<file path="src/rtl/rdec_pkg.sv">
package rdec_pkg;
  localparam int ILEN     = 32;
  localparam int RIDX_W   = 5;
  localparam int OP3_W    = 6;
  localparam int OP2_W    = 3;
  localparam int COND_W   = 4;
  localparam int IMM13_W  = 13;
  localparam int IMM22_W  = 22;
  localparam int DISP30_W = 30;
  localparam int HI_PAD   = ILEN - IMM22_W;
  localparam int LINK_IDX = 15;

  typedef enum logic [1:0] {
    FMT_BRU  = 2'b00,
    FMT_CALL = 2'b01,
    FMT_ALU  = 2'b10,
    FMT_MEM  = 2'b11
  } fmt_e;

  typedef enum logic [2:0] {
    ALU_ADD  = 3'd0,
    ALU_AND  = 3'd1,
    ALU_OR   = 3'd2,
    ALU_ORN  = 3'd3,
    ALU_SRL  = 3'd4,
    ALU_PASS = 3'd5
  } alu_e;

  localparam logic [OP2_W-1:0] OP2_UPPER  = 3'b100;
  localparam logic [OP2_W-1:0] OP2_BRANCH = 3'b010;

  localparam logic [OP3_W-1:0] OP3_ADD   = 6'h10;
  localparam logic [OP3_W-1:0] OP3_AND   = 6'h11;
  localparam logic [OP3_W-1:0] OP3_OR    = 6'h12;
  localparam logic [OP3_W-1:0] OP3_ORN   = 6'h16;
  localparam logic [OP3_W-1:0] OP3_SRL   = 6'h26;
  localparam logic [OP3_W-1:0] OP3_LOAD  = 6'h00;
  localparam logic [OP3_W-1:0] OP3_STORE = 6'h04;

  typedef struct packed {
    fmt_e              fmt;
    logic [RIDX_W-1:0] rd;
    logic [RIDX_W-1:0] rs1;
    logic [RIDX_W-1:0] rs2;
    logic [ILEN-1:0]   imm;
    logic              use_imm;
    alu_e              alu_op;
    logic              set_cc;
    logic              reg_we;
    logic              mem_rd;
    logic              mem_wr;
    logic              call;
    logic              branch;
    logic [COND_W-1:0] cond;
    logic              illegal;
  } dec_t;
endpackage

</file>
<file path="src/rtl/rdec_fields.sv">
module rdec_fields
  import rdec_pkg::*;
(
  input  logic [ILEN-1:0]   instr_i,
  output fmt_e              fmt_o,
  output logic [RIDX_W-1:0] rd_o,
  output logic [RIDX_W-1:0] rs1_o,
  output logic [RIDX_W-1:0] rs2_o,
  output logic [OP2_W-1:0]  op2_o,
  output logic [OP3_W-1:0]  op3_o,
  output logic [COND_W-1:0] cond_o,
  output logic              imm_flag_o
);
  assign fmt_o      = fmt_e'(instr_i[ILEN-1 -: 2]);
  assign rd_o       = instr_i[29 -: RIDX_W];
  assign cond_o     = instr_i[28 -: COND_W];
  assign op2_o      = instr_i[24 -: OP2_W];
  assign op3_o      = instr_i[24 -: OP3_W];
  assign rs1_o      = instr_i[18 -: RIDX_W];
  assign imm_flag_o = instr_i[IMM13_W];
  assign rs2_o      = instr_i[RIDX_W-1:0];
endmodule

</file>
<file path="src/rtl/rdec_imm.sv">
module rdec_imm
  import rdec_pkg::*;
(
  input  logic [ILEN-1:0]  instr_i,
  input  fmt_e             fmt_i,
  input  logic [OP2_W-1:0] op2_i,
  input  logic             imm_flag_i,
  output logic [ILEN-1:0]  imm_o,
  output logic             use_imm_o
);
  logic [ILEN-1:0] s13, hi22, br22, dsp30;

  assign s13   = {{(ILEN-IMM13_W){instr_i[IMM13_W-1]}}, instr_i[IMM13_W-1:0]};
  assign hi22  = {instr_i[IMM22_W-1:0], {HI_PAD{1'b0}}};
  assign br22  = {{(ILEN-IMM22_W-2){instr_i[IMM22_W-1]}}, instr_i[IMM22_W-1:0], 2'b00};
  assign dsp30 = {instr_i[DISP30_W-1:0], 2'b00};

  always_comb begin
    unique case (fmt_i)
      FMT_BRU:  imm_o = (op2_i == OP2_UPPER) ? hi22 : br22;
      FMT_CALL: imm_o = dsp30;
      default:  imm_o = s13;
    endcase
  end

  // formats 00/01 always consume the immediate
  assign use_imm_o = (fmt_i == FMT_ALU || fmt_i == FMT_MEM) ? imm_flag_i : 1'b1;
endmodule

</file>
<file path="src/rtl/rdec_ctrl.sv">
module rdec_ctrl
  import rdec_pkg::*;
(
  input  fmt_e              fmt_i,
  input  logic [OP2_W-1:0]  op2_i,
  input  logic [OP3_W-1:0]  op3_i,
  input  logic [RIDX_W-1:0] rd_i,
  output logic [RIDX_W-1:0] rd_o,
  output alu_e              alu_op_o,
  output logic              set_cc_o,
  output logic              reg_we_o,
  output logic              mem_rd_o,
  output logic              mem_wr_o,
  output logic              call_o,
  output logic              branch_o,
  output logic              illegal_o
);
  logic wr_req;

  always_comb begin
    alu_op_o  = ALU_ADD;
    set_cc_o  = 1'b0;
    wr_req    = 1'b0;
    mem_rd_o  = 1'b0;
    mem_wr_o  = 1'b0;
    call_o    = 1'b0;
    branch_o  = 1'b0;
    illegal_o = 1'b0;
    unique case (fmt_i)
      FMT_BRU: begin
        if (op2_i == OP2_UPPER) begin
          alu_op_o = ALU_PASS;
          wr_req   = 1'b1;
        end else if (op2_i == OP2_BRANCH) begin
          branch_o = 1'b1;
        end else begin
          illegal_o = 1'b1;
        end
      end
      FMT_CALL: begin
        call_o = 1'b1;
        wr_req = 1'b1;
      end
      FMT_ALU: begin
        wr_req   = 1'b1;
        set_cc_o = 1'b1;
        unique case (op3_i)
          OP3_ADD: alu_op_o = ALU_ADD;
          OP3_AND: alu_op_o = ALU_AND;
          OP3_OR:  alu_op_o = ALU_OR;
          OP3_ORN: alu_op_o = ALU_ORN;
          OP3_SRL: begin
            alu_op_o = ALU_SRL;
            set_cc_o = 1'b0;
          end
          default: begin
            illegal_o = 1'b1;
            wr_req    = 1'b0;
            set_cc_o  = 1'b0;
          end
        endcase
      end
      default: begin
        unique case (op3_i)
          OP3_LOAD: begin
            mem_rd_o = 1'b1;
            wr_req   = 1'b1;
          end
          OP3_STORE: mem_wr_o = 1'b1;
          default:   illegal_o = 1'b1;
        endcase
      end
    endcase
  end

  assign rd_o     = (fmt_i == FMT_CALL) ? RIDX_W'(LINK_IDX) : rd_i;
  // register 0 is hardwired to zero
  assign reg_we_o = wr_req && (rd_o != '0);
endmodule

</file>
<file path="src/rtl/rdec_top.sv">
module rdec_top
  import rdec_pkg::*;
(
  input  logic              clk_i,
  input  logic              rst_ni,
  input  logic              valid_i,
  input  logic [ILEN-1:0]   instr_i,
  output logic              valid_o,
  output logic [1:0]        fmt_o,
  output logic [RIDX_W-1:0] rd_o,
  output logic [RIDX_W-1:0] rs1_o,
  output logic [RIDX_W-1:0] rs2_o,
  output logic [ILEN-1:0]   imm_o,
  output logic              use_imm_o,
  output logic [2:0]        alu_op_o,
  output logic              set_cc_o,
  output logic              reg_we_o,
  output logic              mem_rd_o,
  output logic              mem_wr_o,
  output logic              call_o,
  output logic              branch_o,
  output logic [COND_W-1:0] cond_o,
  output logic              illegal_o
);
  dec_t d, q;
  logic valid_q;

  fmt_e              f_fmt;
  logic [RIDX_W-1:0] f_rd;
  logic [OP2_W-1:0]  f_op2;
  logic [OP3_W-1:0]  f_op3;
  logic              f_imm_flag;

  rdec_fields u_fields (
    .instr_i    (instr_i),
    .fmt_o      (f_fmt),
    .rd_o       (f_rd),
    .rs1_o      (d.rs1),
    .rs2_o      (d.rs2),
    .op2_o      (f_op2),
    .op3_o      (f_op3),
    .cond_o     (d.cond),
    .imm_flag_o (f_imm_flag)
  );

  rdec_imm u_imm (
    .instr_i    (instr_i),
    .fmt_i      (f_fmt),
    .op2_i      (f_op2),
    .imm_flag_i (f_imm_flag),
    .imm_o      (d.imm),
    .use_imm_o  (d.use_imm)
  );

  rdec_ctrl u_ctrl (
    .fmt_i     (f_fmt),
    .op2_i     (f_op2),
    .op3_i     (f_op3),
    .rd_i      (f_rd),
    .rd_o      (d.rd),
    .alu_op_o  (d.alu_op),
    .set_cc_o  (d.set_cc),
    .reg_we_o  (d.reg_we),
    .mem_rd_o  (d.mem_rd),
    .mem_wr_o  (d.mem_wr),
    .call_o    (d.call),
    .branch_o  (d.branch),
    .illegal_o (d.illegal)
  );

  assign d.fmt = f_fmt;

  always_ff @(posedge clk_i or negedge rst_ni) begin
    if (!rst_ni) begin
      q       <= '0;
      valid_q <= 1'b0;
    end else begin
      q       <= valid_i ? d : '0;
      valid_q <= valid_i;
    end
  end

  assign valid_o   = valid_q;
  assign fmt_o     = q.fmt;
  assign rd_o      = q.rd;
  assign rs1_o     = q.rs1;
  assign rs2_o     = q.rs2;
  assign imm_o     = q.imm;
  assign use_imm_o = q.use_imm;
  assign alu_op_o  = q.alu_op;
  assign set_cc_o  = q.set_cc;
  assign reg_we_o  = q.reg_we;
  assign mem_rd_o  = q.mem_rd;
  assign mem_wr_o  = q.mem_wr;
  assign call_o    = q.call;
  assign branch_o  = q.branch;
  assign cond_o    = q.cond;
  assign illegal_o = q.illegal;
endmodule

</file>
<file path="config.mk">
export PLATFORM = sky130hd
export DESIGN_NAME = rdec_top
export DESIGN_NICKNAME = d
export VERILOG_FILES = /design/src/rtl/rdec_pkg.sv /design/src/rtl/rdec_fields.sv /design/src/rtl/rdec_imm.sv /design/src/rtl/rdec_ctrl.sv /design/src/rtl/rdec_top.sv
export SDC_FILE = /design/constraint.sdc
export NUM_CORES = 1
export LEC_CHECK = 0
export CORE_ASPECT_RATIO = 0.75
export CORE_UTILIZATION = 68
export CTS_CLUSTER_DIAMETER = 200
export CTS_CLUSTER_SIZE = 14
export DETAILED_ROUTE_END_ITERATION = 6
export DONT_BUFFER_PORTS = 1
export PLACE_DENSITY = 0.83
export SYNTH_ARGS = -nofsm -noshare
export SYNTH_HDL_FRONTEND = slang
export SYNTH_HIERARCHICAL = 1
export SYNTH_SLANG_ARGS = --single-unit
</file>
<file path="constraint.sdc">
create_clock -name clk_i -period 1.1 [get_ports clk_i]
set_clock_uncertainty 0.05 [all_clocks]
set_input_delay 0.055 -clock clk_i [delete_from_list [all_inputs] [get_ports clk_i]]
set_output_delay 0.055 -clock clk_i [all_outputs]
set_load 0.01 [all_outputs]
</file>
**After elaboration in Yosys (flattened, before gate mapping)**

Index checks and enable logic that the tools add are counted.

- Logic and storage cells: 62
- Bits in registers: 65

- Reduce and logical (&&, ||, !) cells: 9
- Equality and inequality tests: 11
- Multiplexer cells: 26

Operators by type and width:

| operator | number |
|---|---|
| $mux W64 | 1 |
| $pmux W32 S2 | 1 |
| $mux W31 | 1 |
| $eq A6 B5 Y1 const B | 4 |
| $mux W1 | 17 |
| $pmux W3 S4 | 1 |
| $eq A6 B3 Y1 const B | 1 |
| $eq A6 B6 Y1 const B | 1 |
| $logic_not A6 Y1 | 1 |
| $pmux W1 S3 | 2 |
| $pmux W3 S2 | 1 |
| $mux W5 | 1 |
| $reduce_bool A5 Y1 | 1 |
| $reduce_or A5 Y1 | 1 |
| $eq A2 B2 Y1 const B | 2 |
| $reduce_or A4 Y1 | 1 |
| $eq A3 B2 Y1 const B | 1 |
| $eq A3 B3 Y1 const B | 1 |
| $mux W3 | 1 |
| $reduce_or A3 Y1 | 1 |
| $eq A2 B1 Y1 const B | 1 |
| $logic_not A2 Y1 | 1 |
| $reduce_or A2 Y1 | 1 |
| $logic_and A1 B1 Y1 | 1 |
| $logic_or A1 B1 Y1 | 1 |

**Logic depth before layout (Yosys ltp)**

- Word-level depth: 6
- Gate-level depth with buffers: 6
- Mapped depth without buffers: 4

**Modules after synthesis**

Netlist, hierarchy kept.

By module, submodules not included:

| module | cells each | area an instance (µm²) | times used |
|---|---|---|---|
| rdec_top | 135 | 2137.0 | 1 |
| rdec_imm | 83 | 618.1 | 1 |
| rdec_ctrl | 42 | 274.0 | 1 |
| rdec_fields | 31 | 232.7 | 1 |

**Least setup slack after synthesis**

No wires, ideal clock.

- Kind: in2reg
- From: input instr_i[23]
- To: register q (netlist bit imm_o[24])
- Arrival: 1335 ps
- Buffers on the path: 1
- Path slack: -405 ps
- Setup time: 120 ps
- Stages: 5
- Cells stage by stage: buf_4 > or3b_4 > a32o_2 > a221o_1 > and2_2

RTL lines:

| item | line | RTL |
|---|---|---|
| start, declared | rdec_top.sv:7 | `input logic [ILEN-1:0] instr_i,` |
| end signal, assigned | rdec_top.sv:78 | `q <= valid_i ? d : '0;` |
| end, declared | rdec_top.sv:25 | `dec_t d, q;` |

==> results.md <==
- Hold Fails Final Rpt: 65
- Via count: 2080
- All-Layer GR Usage: 29.4%
- Top_reg_cell synth: dfrtp_1
- Max stage delay on crit path: 0.60 ns
- Sequential area share after synthesis: 49.9%
- Final ANT Viol Nets: 0
- Failing checks: hold timing
- Period Utilization, post-route: 95.1%
- Core Region: 0.00455 sq mm
- Synth Instances: 291
- Clock buffer depth: 2
- Die H: 62.0 microns
- Setup crit end kind: flop
- Min setup slack post-route: 0.0538 ns
- Clock sink count: 65
- Final nets: 330
- Critical path class: in2reg
- H-tree Lvls: 3
- Critical path's slowest cell: dlygate4sd3_1
- Switching Share: 23.4%
- Min cycle time layout: 1.05 ns
- TritonRoute pass-1 iters: 5
- IO Count: 100
- Hold buffers post-CTS: 34
- Ys async rst share: 100%
- Final setup viols: 0
- WHS: -0.651 ns
- Site Rows: 21
- Power share of the clock group: 41.4%
- PostCTS Resize Cnt: 0
- Inserted Clock Buffers: 9
- First-pass GRT wire length: 10500 microns
- Cell Pwr Density: 1480 mW/mm^2
- Initial core utilization: 71.8%
- Antenna violations before repair: 0
- Initial DRC count: 168
- Synth warn: 6
- Max frequency: 956 MHz
- CTS tree: built
- CTS clk-pin slew, worst paths: 0.07 ns
- Antenna cell count: 0
- Syn Area/Cell: 11.2 sq um
- Status: complete, but fails checks
- Combinational Power Share: 10.2%
- Half-perimeter wire length after placement: 3980 microns
- Seq pwr share: 48.4%
- Slew @ Worst Pin: 0.475 ns
- Worst slack, placed: -0.290 ns
- Pwr Total: 5.46 mW
- Vias in the first global route: 1940
- Vias per std cell: 5.83
- Drt wl/cell: 19.5 microns
- Pin count of the biggest net entering global routing: 66
- Syn_nets: 326
- Remaining Overflow, GRT: 0
- Critical Path, Cell by Cell: dlygate4sd3_1, a211oi_1, nor2_1, and2_2
- Setup Buffers After CTS: 0
- CP Data Required Time: 1.28 ns
- Gp weighted congestion: 0.819
- Int Pwr: 4.18 mW
- Setup crit start kind: input port
- Layout area overhead: 13.1%
- Min-Delay Path Class: in2async
- Input/output buffers: 0
- Netlist cell types: 39
- Synth Register Bits: 65
- NetSw: 1.28 mW
- Peak VDD IR: 0.00115 V
- Layout cells sized above 1: 36.3%
- Worst EP arrival: 1.23 ns
- Root Driver: clkbuf_8
- Static Leakage: 1.70 nW
- DIE AREA: 0.00508 sq mm
- # Max-Cap Violations: 0
- Worst Path Max Fanout: 13
- RSZ-0062 raised after global routing: no
- Mapped cell area: 0.00326 sq mm
- Worst slew margin: 68.3%
- Die Wd: 82.0 microns
- Final WL: 6970 microns
- Post-synth EDFFs: 0
- # DRC: 0
- Final Max Tran Viols: 0
## per-stage QoR
stage / util (%) / area (sq um) / setup TNS [ns] / std cells / hold slack, ns
after floorplan: - / 3350 / -7.39 / 291 / -0.291
after global placement: 68.3 / 3100 / -4.73 / 307 / -0.289
after detailed placement: 68.3 / 3100 / -5.00 / 307 / -0.289
after CTS: 81.2 / 3690 / 0 / 357 / -0.661
after global routing: 81.2 / 3690 / 0 / 357 / -0.666
final: 81.2 / 3690 / 0 / 357 / -0.651
## layout by cell type, fill, tap and decap left out, types with 3 or more instances in the layout
master         count
nor2_1            19
nor3b_1            3
nor3_1            10
and2_4            12
and2_2            52
nand2_1            7
mux2i_1           10
and2_1             3
nand2b_1           5
nor3_4             3
o21ai_0            4
dfrtp_1           65
dlygate4sd3_1     32
nor3_2             7
a211oi_1           4
buf_4              6
and3_1             4
a221o_1            8
a211oi_2           3
clkbuf_8          10
nor2b_1            4
## final cells by class
cell class | instances | area, sq um
clock inverter | 6 | 88.8
tap | 57 | 71.3
timing repair buffer | 40 | 405
fill | 282 | 856
multi-input combinational | 177 | 1350
clock buffer | 10 | 138
sequential | 65 | 1630
inverter | 2 | 7.51
## power by group through the flow
| stage | registers [mW] | clock network [mW] | logic, mW |
|---|---|---|---|
| 2_1_floorplan | 2.67 | 0 | 0.488 |
| 3_3_place_gp | 2.69 | 0 | 0.351 |
| 3_5_place_dp | 2.69 | 0 | 0.361 |
| 4_1_cts | 2.64 | 2.29 | 0.547 |
| 5_1_grt | 2.66 | 2.38 | 0.603 |
| 6_report | 2.64 | 2.26 | 0.555 |
## synthesized netlist by cell type (5+ instances only)
library cell / number / share of area, %
dfrtp_1: 65 / 50
a221o_1: 8 / 2.5
nand2_1: 7 / 0.81
nor3_2: 6 / 1.8
nor2_1: 19 / 2.2
nand2b_1: 5 / 0.96
nor3_1: 13 / 2.0
and2_2: 64 / 15
mux2i_1: 10 / 3.1
buf_2: 5 / 0.77
buf_4: 33 / 7.6
clkbuf_2: 6 / 0.92
## registers in the layout, indices dropped and copies added (netlist names)
| register | cells |
|---|---|
| alu_op_o | 3 |
| branch_o | 1 |
| call_o | 1 |
| cond_o | 4 |
| fmt_o | 2 |
| illegal_o | 1 |
| imm_o | 32 |
| mem_rd_o | 1 |
| mem_wr_o | 1 |
| rd_o | 5 |
| reg_we_o | 1 |
| rs1_o | 5 |
| rs2_o | 5 |
| set_cc_o | 1 |
| use_imm_o | 1 |
| valid_o | 1 |
## worst max-delay path: cells and delay by family
family / cells / cell delay [ns]
buf+inv: 1 / 0.60
compound gates: 1 / 0.30
simple gates: 2 / 0.27
## per-layer routing
metal	share of wire [%]	track usage, %	wire length [microns]
met2	45	42.0	3160
met3	9.7	12.4	674
met5	0	0	0
met4	1.4	9.52	96
met1	44	40.6	3040
## worst paths after layout
check                            start        end  depth (start not counted)
max                        instr_i[30]  imm_o[31]                          4
min                             rst_ni  imm_o[28]                          0
max in group asynchronous       rst_ni  illegal_o                          0
min in group clk_i          instr_i[7]  imm_o[17]                          3
## cells by family after synthesis
kind of cell	after synthesis	share of synthesized area (%)
mux	12	3.76
buf+inv	49	10.1
compound gates	26	6.60
flops	65	49.9
xor+xnor	1	0.269
simple gates	138	29.4
No activity file was read; power rests on OpenSTA's default activity.
